<file path="config.mk">
export PLATFORM = sky130hd
export DESIGN_NAME = alert_ara_responder
export DESIGN_NICKNAME = d
export VERILOG_FILES = /design/src/rtl/alert_resp_pkg.sv /design/src/rtl/ara_bus_edge.sv /design/src/rtl/ara_alert_state.sv /design/src/rtl/ara_xfer.sv /design/src/rtl/alert_ara_responder.sv
export SDC_FILE = /design/constraint.sdc
export NUM_CORES = 1
export LEC_CHECK = 0
export BUFFER_PORTS_ARGS = -buffer_cell sky130_fd_sc_hd__buf_4
export CAP_MARGIN = 10
export CORE_MARGIN = 1
export CORE_UTILIZATION = 58
export DETAILED_ROUTE_END_ITERATION = 10
export PLACE_DENSITY = 0.86
export SLEW_MARGIN = 20
export SYNTH_ARGS = -nofsm -noshare
export SYNTH_HDL_FRONTEND = slang
export SYNTH_HIERARCHICAL = 1
export SYNTH_SLANG_ARGS = --single-unit
export TNS_END_PERCENT = 20
</file>
<file path="constraint.sdc">
create_clock -name clk -period 1.9 [get_ports clk]
set_input_delay 0.285 -clock clk [delete_from_list [all_inputs] [get_ports clk]]
set_output_delay 0.285 -clock clk [all_outputs]
set_load 0.005 [all_outputs]
</file>
<file path="src/rtl/alert_resp_pkg.sv">
package alert_resp_pkg;

    localparam int ADDR_W = 7;
    localparam int BYTE_W = ADDR_W + 1;
    localparam int CNT_W  = $clog2(BYTE_W);
    localparam logic [CNT_W-1:0]  CNT_LAST = CNT_W'(BYTE_W - 1);
    localparam logic [ADDR_W-1:0] ARA_ADDR = 7'b0001100;

    typedef enum logic [1:0] {
        AL_IDLE,
        AL_PEND,
        AL_IDENT
    } alert_st_e;

    typedef enum logic [2:0] {
        XF_IDLE,
        XF_ADDR,
        XF_ACK_SET,
        XF_ACK_HOLD,
        XF_DATA,
        XF_TAIL,
        XF_WAIT
    } xfer_st_e;

    typedef struct packed {
        logic scl_rise;
        logic scl_fall;
        logic start;
        logic stop;
    } bus_ev_t;

    function automatic logic [BYTE_W-1:0] ara_read_byte();
        return {ARA_ADDR, 1'b1};
    endfunction

    function automatic logic [BYTE_W-1:0] reply_byte(input logic [ADDR_W-1:0] a);
        return {a, 1'b0};
    endfunction

endpackage

</file>
<file path="src/rtl/ara_bus_edge.sv">
module ara_bus_edge
    import alert_resp_pkg::*;
(
    input  logic    clk,
    input  logic    rst,
    input  logic    scl_in,
    input  logic    sda_in,
    output bus_ev_t ev
);

    logic scl_q;
    logic sda_q;

    always_ff @(posedge clk) begin
        if (rst) begin
            scl_q <= 1'b1;
            sda_q <= 1'b1;
        end else begin
            scl_q <= scl_in;
            sda_q <= sda_in;
        end
    end

    always_comb begin
        ev.scl_rise = scl_in & ~scl_q;
        ev.scl_fall = ~scl_in & scl_q;
        ev.start    = scl_in & scl_q & sda_q & ~sda_in;
        ev.stop     = scl_in & scl_q & ~sda_q & sda_in;
    end

endmodule

</file>
<file path="src/rtl/ara_alert_state.sv">
module ara_alert_state
    import alert_resp_pkg::*;
(
    input  logic clk,
    input  logic rst,
    input  logic fault,
    input  logic status_read,
    input  logic won,
    output logic alert_pull,
    output logic pending
);

    alert_st_e st;

    always_ff @(posedge clk) begin
        if (rst) begin
            st <= AL_IDLE;
        end else begin
            case (st)
                AL_IDLE:  if (fault) st <= AL_PEND;
                AL_PEND:  if (won) st <= AL_IDENT;
                AL_IDENT: if (status_read && !fault) st <= AL_IDLE;
                default:  st <= AL_IDLE;
            endcase
        end
    end

    assign alert_pull = (st != AL_IDLE);
    assign pending    = (st == AL_PEND);

    AST_RISE_NEEDS_FAULT: assert property (@(posedge clk) disable iff (rst)
        $rose(alert_pull) |-> $past(fault));

    AST_FALL_NEEDS_READ: assert property (@(posedge clk) disable iff (rst)
        $fell(alert_pull) |-> $past(status_read && !fault && st == AL_IDENT));

    AST_FAULT_HOLDS_ALERT: assert property (@(posedge clk) disable iff (rst)
        (alert_pull && fault) |=> alert_pull);

    AST_WIN_WHILE_PENDING: assert property (@(posedge clk) disable iff (rst)
        won |-> pending);

endmodule

</file>
<file path="src/rtl/ara_xfer.sv">
module ara_xfer
    import alert_resp_pkg::*;
#(
    parameter logic [ADDR_W-1:0] OWN_ADDR = 7'h2C
) (
    input  logic    clk,
    input  logic    rst,
    input  bus_ev_t ev,
    input  logic    sda_in,
    input  logic    pending,
    output logic    sda_pull,
    output logic    won
);

    localparam logic [BYTE_W-1:0] REPLY = reply_byte(OWN_ADDR);

    xfer_st_e          st;
    logic [CNT_W-1:0]  cnt;
    logic [BYTE_W-1:0] rx_sh;
    logic [BYTE_W-1:0] tx_sh;
    logic [BYTE_W-1:0] rx_next;
    logic              lost;

    assign rx_next = {rx_sh[BYTE_W-2:0], sda_in};
    assign lost    = (st == XF_DATA) && ev.scl_rise && tx_sh[BYTE_W-1] && !sda_in;

    always_ff @(posedge clk) begin
        if (rst) begin
            st       <= XF_IDLE;
            cnt      <= '0;
            rx_sh    <= '0;
            tx_sh    <= '0;
            sda_pull <= 1'b0;
            won      <= 1'b0;
        end else begin
            won <= 1'b0;
            if (ev.start) begin
                st       <= XF_ADDR;
                cnt      <= '0;
                sda_pull <= 1'b0;
            end else if (ev.stop) begin
                st       <= XF_IDLE;
                sda_pull <= 1'b0;
            end else begin
                case (st)
                    XF_ADDR: begin
                        if (ev.scl_rise) begin
                            rx_sh <= rx_next;
                            cnt   <= cnt + CNT_W'(1);
                            if (cnt == CNT_LAST) begin
                                st <= (rx_next == ara_read_byte() && pending)
                                      ? XF_ACK_SET : XF_WAIT;
                            end
                        end
                    end
                    XF_ACK_SET: begin
                        if (ev.scl_fall) begin
                            sda_pull <= 1'b1;
                            st       <= XF_ACK_HOLD;
                        end
                    end
                    XF_ACK_HOLD: begin
                        if (ev.scl_fall) begin
                            tx_sh    <= REPLY;
                            sda_pull <= ~REPLY[BYTE_W-1];
                            cnt      <= '0;
                            st       <= XF_DATA;
                        end
                    end
                    XF_DATA: begin
                        if (lost) begin
                            sda_pull <= 1'b0;
                            st       <= XF_WAIT;
                        end else if (ev.scl_rise) begin
                            if (cnt == CNT_LAST) begin
                                won <= 1'b1;
                                st  <= XF_TAIL;
                            end else begin
                                cnt   <= cnt + CNT_W'(1);
                                tx_sh <= {tx_sh[BYTE_W-2:0], 1'b0};
                            end
                        end else if (ev.scl_fall) begin
                            sda_pull <= ~tx_sh[BYTE_W-1];
                        end
                    end
                    XF_TAIL: begin
                        if (ev.scl_fall) begin
                            sda_pull <= 1'b0;
                            st       <= XF_WAIT;
                        end
                    end
                    default: ;
                endcase
            end
        end
    end

    AST_ACK_NEEDS_PENDING: assert property (@(posedge clk) disable iff (rst)
        (st == XF_ACK_SET || st == XF_ACK_HOLD) |-> pending);

    AST_LOSS_RELEASES: assert property (@(posedge clk) disable iff (rst)
        lost |=> (!sda_pull && st == XF_WAIT));

    AST_DATA_STABLE_ON_RISE: assert property (@(posedge clk) disable iff (rst)
        (ev.scl_rise && st == XF_DATA) |=> $stable(sda_pull));

    AST_ACK_ONLY_ARA: assert property (@(posedge clk) disable iff (rst)
        (st == XF_ADDR && ev.scl_rise && cnt == CNT_LAST && rx_next != ara_read_byte())
        |=> st == XF_WAIT);

endmodule

</file>
<file path="src/rtl/alert_ara_responder.sv">
module alert_ara_responder
    import alert_resp_pkg::*;
#(
    parameter logic [ADDR_W-1:0] OWN_ADDR = 7'h2C
) (
    input  logic clk,
    input  logic rst,
    input  logic scl_in,
    input  logic sda_in,
    input  logic fault,
    input  logic status_read,
    output logic sda_pull,
    output logic alert_pull
);

    if (OWN_ADDR == ARA_ADDR) begin : g_bad_addr
        $error("OWN_ADDR must differ from the alert response address");
    end

    bus_ev_t ev;
    logic    pending;
    logic    won;

    ara_bus_edge u_edge (
        .clk    (clk),
        .rst    (rst),
        .scl_in (scl_in),
        .sda_in (sda_in),
        .ev     (ev)
    );

    ara_xfer #(.OWN_ADDR(OWN_ADDR)) u_xfer (
        .clk      (clk),
        .rst      (rst),
        .ev       (ev),
        .sda_in   (sda_in),
        .pending  (pending),
        .sda_pull (sda_pull),
        .won      (won)
    );

    ara_alert_state u_alert (
        .clk         (clk),
        .rst         (rst),
        .fault       (fault),
        .status_read (status_read),
        .won         (won),
        .alert_pull  (alert_pull),
        .pending     (pending)
    );

endmodule

</file>
==> results of run 1 <==
## flip-flops by register name, summed over array words and instances (netlist names)
name,count
u_xfer/st,3
u_xfer/tx_sh,5
u_edge/sda_q,1
u_xfer/sda_pull,1
u_edge/scl_q,1
u_xfer/won,1
u_xfer/rx_sh,7
u_alert/st,2
u_xfer/cnt,3
## layout make-up
class / count / share of cell area
multi-input cells: 110 / 0.514
flip-flops and latches: 24 / 0.326
repair buffers: 17 / 0.0864
well taps: 27 / 0.0229
clock inverters: 1 / 0.0203
clock buffers: 3 / 0.0153
inverters: 6 / 0.0153
## routing by layer
metal  track usage  part of all wire  vias up
met2         0.475              0.51       49
li1              -                 -      560
met5             0                 0        -
met1         0.329              0.40      535
met4         0.132             0.033        0
met3        0.0623             0.050       16
## metrics by stage
stage	power [mW]	TNS, ns	cells	hold slack, ns	util
6_report	1.07	0	188	0.193	0.730
3_5_place_dp	0.697	-0.231	182	0.440	0.687
3_3_place_gp	0.687	0	182	0.423	0.687
4_1_cts	1.06	0	186	0.176	0.713
2_1_floorplan	0.646	0	145	0.357	-
5_1_grt	1.11	-0.0556	188	0.189	0.730
## power breakdown
part / total (mW) / internal [mW] / switching [mW] / leakage, nW
clock network: 0.369 / 0.213 / 0.155 / 0.0279
logic: 0.161 / 0.0720 / 0.0885 / 0.383
registers: 0.536 / 0.517 / 0.0188 / 0.195
total: 1.07 / 0.803 / 0.263 / 0.606
## final timing paths
kind / from / endpoint / slack [ns]
worst max register to register: u_xfer/cnt[0] / u_xfer/cnt[2] / 0.03
worst min-delay path: scl_in / u_edge/scl_q / 0.19
worst max-delay path: u_xfer/cnt[0] / u_xfer/cnt[2] / 0.03
worst min register to register: u_xfer/won / u_alert/st[0] / 0.46
## worst reg2reg max path, cell delays in order, from the launching register on
cell and delay, ns:
dfxtp_1 0.36, ha_1 0.20, ha_1 0.23, o21a_4 0.24, a211oi_2 0.37, buf_4 0.19
nand4_1 0.10, o21ai_1 0.11
## layout by cell type (no fill, tap or decap), types with 5 or more instances in the layout
cell / n
inv_1: 6
dfxtp_1: 23
a211oi_1: 5
nand2_1: 7
buf_4: 17
nor3_1: 6
a21oi_1: 11
nor2_1: 20
mux2i_1: 8
## cells by family after synthesis
family          count (synthesis)  share of synthesized area
simple gates                   67                      0.294
compound gates                 31                      0.185
mux                             8                     0.0629
flops                          24                      0.378
buf+inv                        11                     0.0413
fa+ha+maj                       4                     0.0393
## repair_timing
action | in CTS | in global routing
gates resized for setup | 0 | 6
pin swaps | 1 | 1
setup buffers | 0 | 2
setup endpoints to repair | 5 | 14
==> flow_summary.toml, run 1 <==
[timing]
finalMaxSlewViolations = 0
tightest_slew_ns = 0.443
report.final.setup_viol = 0
hold_viol = 0
slew_headroom = 0.704
setup_ws_ns = 0.0292
fin_crit_sh = 0.985
fin_crit_ns = 1.87
rsz0062_at_grt = "yes"
max_freq_mhz = 535
fin_skew_ns = 0.00323

[setup_path]
ff2ff_path_depth = 7
path_depth = 7
crit_required_ns = 2.15
path_common_cell = "ha_1"
crit_path_max_fanout = 3
crit_path_end_kind = "flip-flop"
crit_slowest_cell = "a211oi_2"
worstSetupPathType = "reg2reg"
start_kind = "flip-flop"
cp_slowest_stage_delay_ns = 0.37
path_cells = "ha_1, ha_1, o21a_4, a211oi_2, buf_4, nand4_1, o21ai_1"
cp_num_buf_inv = 1
arrival_ns = 2.12
crit_family = "compound AO/OA/AOI/OAI gates"

[drt]
vias_per_cell = 6.17
drt_pass1_iterations = 4
ant_nets = 0
totalWireLength_um = 3090
drc = 0
wl_per_cell_um = 16.4
vias = 1160
drt_iter0_drc = 45

[yosys]
synth_ff_type = "dfxtp_1"
postSynthAreaPerCell_um2 = 8.78
synth_area_um2 = 1270
ys_seq_elements = 24
synth_area_leader_cell = "dfxtp_1"
ys_async_sr_fraction = 0
synth_top_area_frac = 0.378
yosysMostFrequentCell = "dfxtp_1"
seq_area_frac_synth = 0.378
synth_edf_count = 0
ys.warnings.count = 6
synth_common_cells = "dfxtp_1, nor2_1, a21oi_1"
ys_types = 40
syn-num-nets = 155
synthTopCellsByArea = "dfxtp_1, mux2i_1, nor2_1"
synth_cells = 145

[finish]
syn_to_final_growth_pct = 16.0
num-fill-cells = 152
final_area_um2 = 1480
multi_input_area_um2 = 758
antenna_cells = 0
nNetsFinal = 172
seq_area_um2 = 482
final_layout_size_suffix_gt1_frac = 0.217

[place]
hpwl_um = 2160
gp_congestion = 0.893
placed_area_um2 = 1390
place.port_buffers = 7
post-place-ws_ns = -0.0724

[clock_tree]
hold_buffers = 0
cts.sinks = 24
cts-root-buf = "clkbuf_4"
clk_latency_ns = 0.32
clockBufferDepth = 2
numCtsBuffers = 3
path_clk_slew_ns = 0.13
tritoncts = "done"
h-tree-depth = 1

[global_route]
grt.overflow.total = 0
grt_pass1_vias = 1157
grt_use_total = 0.278
grt_max_degree = 23
antenna_found_initial = 0
grt_pass1_wl_um = 5090

[die]
die_w_um = 48.8
pin_count = 8
start_util = 0.629
die_y_um = 48.8
coreArea_um2 = 2020
die_area_um2 = 2390
row_count = 16

[run_status]
status = "completed"

[flow_run]
drv_cap = 0

[power]
powerDensity_nw_per_um2 = 722
p_leak_nw = 0.606
ir_worst_vdd_v = 0.000504

[worst_hold_path]
hp-class = "in2reg"
whs_path_depth = 2
No activity file was read; power rests on OpenSTA's default activity.
==> run 2: changes to the inputs <==
clock period = 2.11 ns   (was 1.9 ns; I/O delays follow)
==> flow_summary.toml, run 2 (same netlist as run 1, synthesis figures left out) <==
[timing]
rsz0062_at_grt = "no"
fin_skew_ns = 0.00173
finalMaxSlewViolations = 0
hold_viol = 0
max_freq_mhz = 507
holdWs_ns = 0.215
slew_headroom = 0.592
report.final.setup_viol = 0
fin_crit_sh = 0.935
tns_ns = 0
tightest_slew_ns = 0.611
fin_crit_ns = 1.97

[die]
die_area_um2 = 2390
die_w_um = 48.8
coreArea_um2 = 2020
row_count = 16
pin_count = 8
start_util = 0.629
die_y_um = 48.8

[setup_path]
crit_path_max_fanout = 11
crit_slowest_cell = "dfxtp_1"
worstSetupPathType = "reg2reg"
cp_slowest_stage_delay_ns = 0.60
ff2ff_path_depth = 6
crit_required_ns = 2.37
start_kind = "flip-flop"
crit_path_end_kind = "flip-flop"
arrival_ns = 2.23
path_cells = "nor3b_1, o21a_4, a2111oi_4, buf_4, nand2b_1, a21oi_1"

[finish]
syn_to_final_growth_pct = 9.93
final_layout_size_suffix_gt1_frac = 0.150
nNetsFinal = 164
reg_top3 = "u_xfer/rx_sh x7, u_xfer/tx_sh x5"
antenna_cells = 0
top_register = "u_xfer/rx_sh"
num-fill-cells = 165
layout.cells.most_common_list = "dfxtp_1, nor2_1, a21oi_1"
largest_register_ffs = 7
layout_commonest_cell = "dfxtp_1"

[place]
hpwl_um = 1990
place.port_buffers = 7
gp_congestion = 0.868

[power]
powerDensity_nw_per_um2 = 677
sequentialPowerShare = 0.514
ir_worst_vdd_v = 0.000576
p_int_mw = 0.712
comb_power_share = 0.130
p_leak_nw = 0.554
p_sw_frac = 0.248
netSwitchingPower_mw = 0.235
power_frac_clock = 0.356

[clock_tree]
numCtsBuffers = 3
h-tree-depth = 1
tritoncts = "done"
path_clk_slew_ns = 0.14
cts.sinks = 24
clk_latency_ns = 0.32
cts-root-buf = "clkbuf_4"
clockBufferDepth = 2

[drt]
totalWireLength_um = 2720
wl_per_cell_um = 15.1
vias = 1079
drc = 0
vias_per_cell = 5.99
drt_pass1_iterations = 4
drt_iter0_drc = 40
ant_nets = 0

[worst_hold_path]
whs_path_depth = 2
hp-class = "in2reg"

[global_route]
grt_max_degree = 23
grt_use_total = 0.259
grt.overflow.total = 0
grt_pass1_wl_um = 4750
grt_pass1_vias = 1067
antenna_found_initial = 0

[flow_run]
drv_cap = 0

[run_status]
status = "completed"
[run 2: changes by cell type in the layout (fill, tap and decap cells not counted), sizes merged]
cell	before	now
buf	17	9
[run 2: worst max-delay path, delay by kind of cell, from the launching register on]
kind                   cells  cell delay (ns)
AO/OA/AOI/OAI              3             0.43
flip-flops                 1             0.60
AND/OR/NAND/NOR            2             0.71
buffers and inverters      1             0.17
[run 2: repair_timing]
| action | CTS | global route |
|---|---|---|
| hold buffers | 0 | 0 |
| resized for setup | 0 | 1 |
| endpoints found under the setup margin | 0 | 5 |
| buffers inserted | 0 | 1 |
[run 2: per-layer routing]
metal	routed length [µm]	global-route usage	up-vias	share of wire
met4	40	0.103	0	0.015
met5	0	0	-	0
met3	143	0.0467	5	0.053
met2	1360	0.447	38	0.50
li1	-	-	540	-
met1	1170	0.319	496	0.43
[run 2: cell type report]
| class | instances | area, µm² | share of cell area |
|---|---|---|---|
| clock inverters | 1 | 30.0 | 0.0215 |
| inverters | 6 | 22.5 | 0.0161 |
| well taps | 27 | 33.8 | 0.0242 |
| clock buffers | 3 | 22.5 | 0.0161 |
| repair buffers | 9 | 67.6 | 0.0483 |
| flip-flops and latches | 24 | 480 | 0.343 |
| multi-input cells | 110 | 742 | 0.530 |
[run 2: power by group through the flow]
stage                     Sequential (mW)  Combinational [mW]  Clock, mW
after global placement              0.493               0.115          0
final                               0.486               0.123      0.337
after global routing                0.490               0.137      0.359
after CTS                           0.485               0.122      0.343
after floorplan                     0.483              0.0992          0
after detailed placement            0.495               0.121          0
[run 2: through the flow]
stage / total power [mW] / cells / worst slack [ns] / cell area, µm² / util
finish: 0.947 / 180 / 0.138 / 1400 / 0.692
global route: 0.986 / 180 / 0.0332 / 1400 / 0.692
CTS: 0.950 / 179 / 0.124 / 1390 / 0.687
detailed placement: 0.616 / 175 / 0.0603 / 1340 / 0.661
global placement: 0.609 / 175 / 0.162 / 1340 / 0.661
floorplan: 0.582 / 145 / 0.351 / 1270 / -
[run 2: path summary, 6_finish.rpt]
check	from	end	slack, ns
worst min-delay path	scl_in	u_edge/scl_q	0.22
worst min register to register	u_xfer/won	u_alert/st[0]	0.46
worst max-delay path	u_xfer/st[2]	u_xfer/tx_sh[5]	0.14
worst max register to register	u_xfer/st[2]	u_xfer/tx_sh[5]	0.14
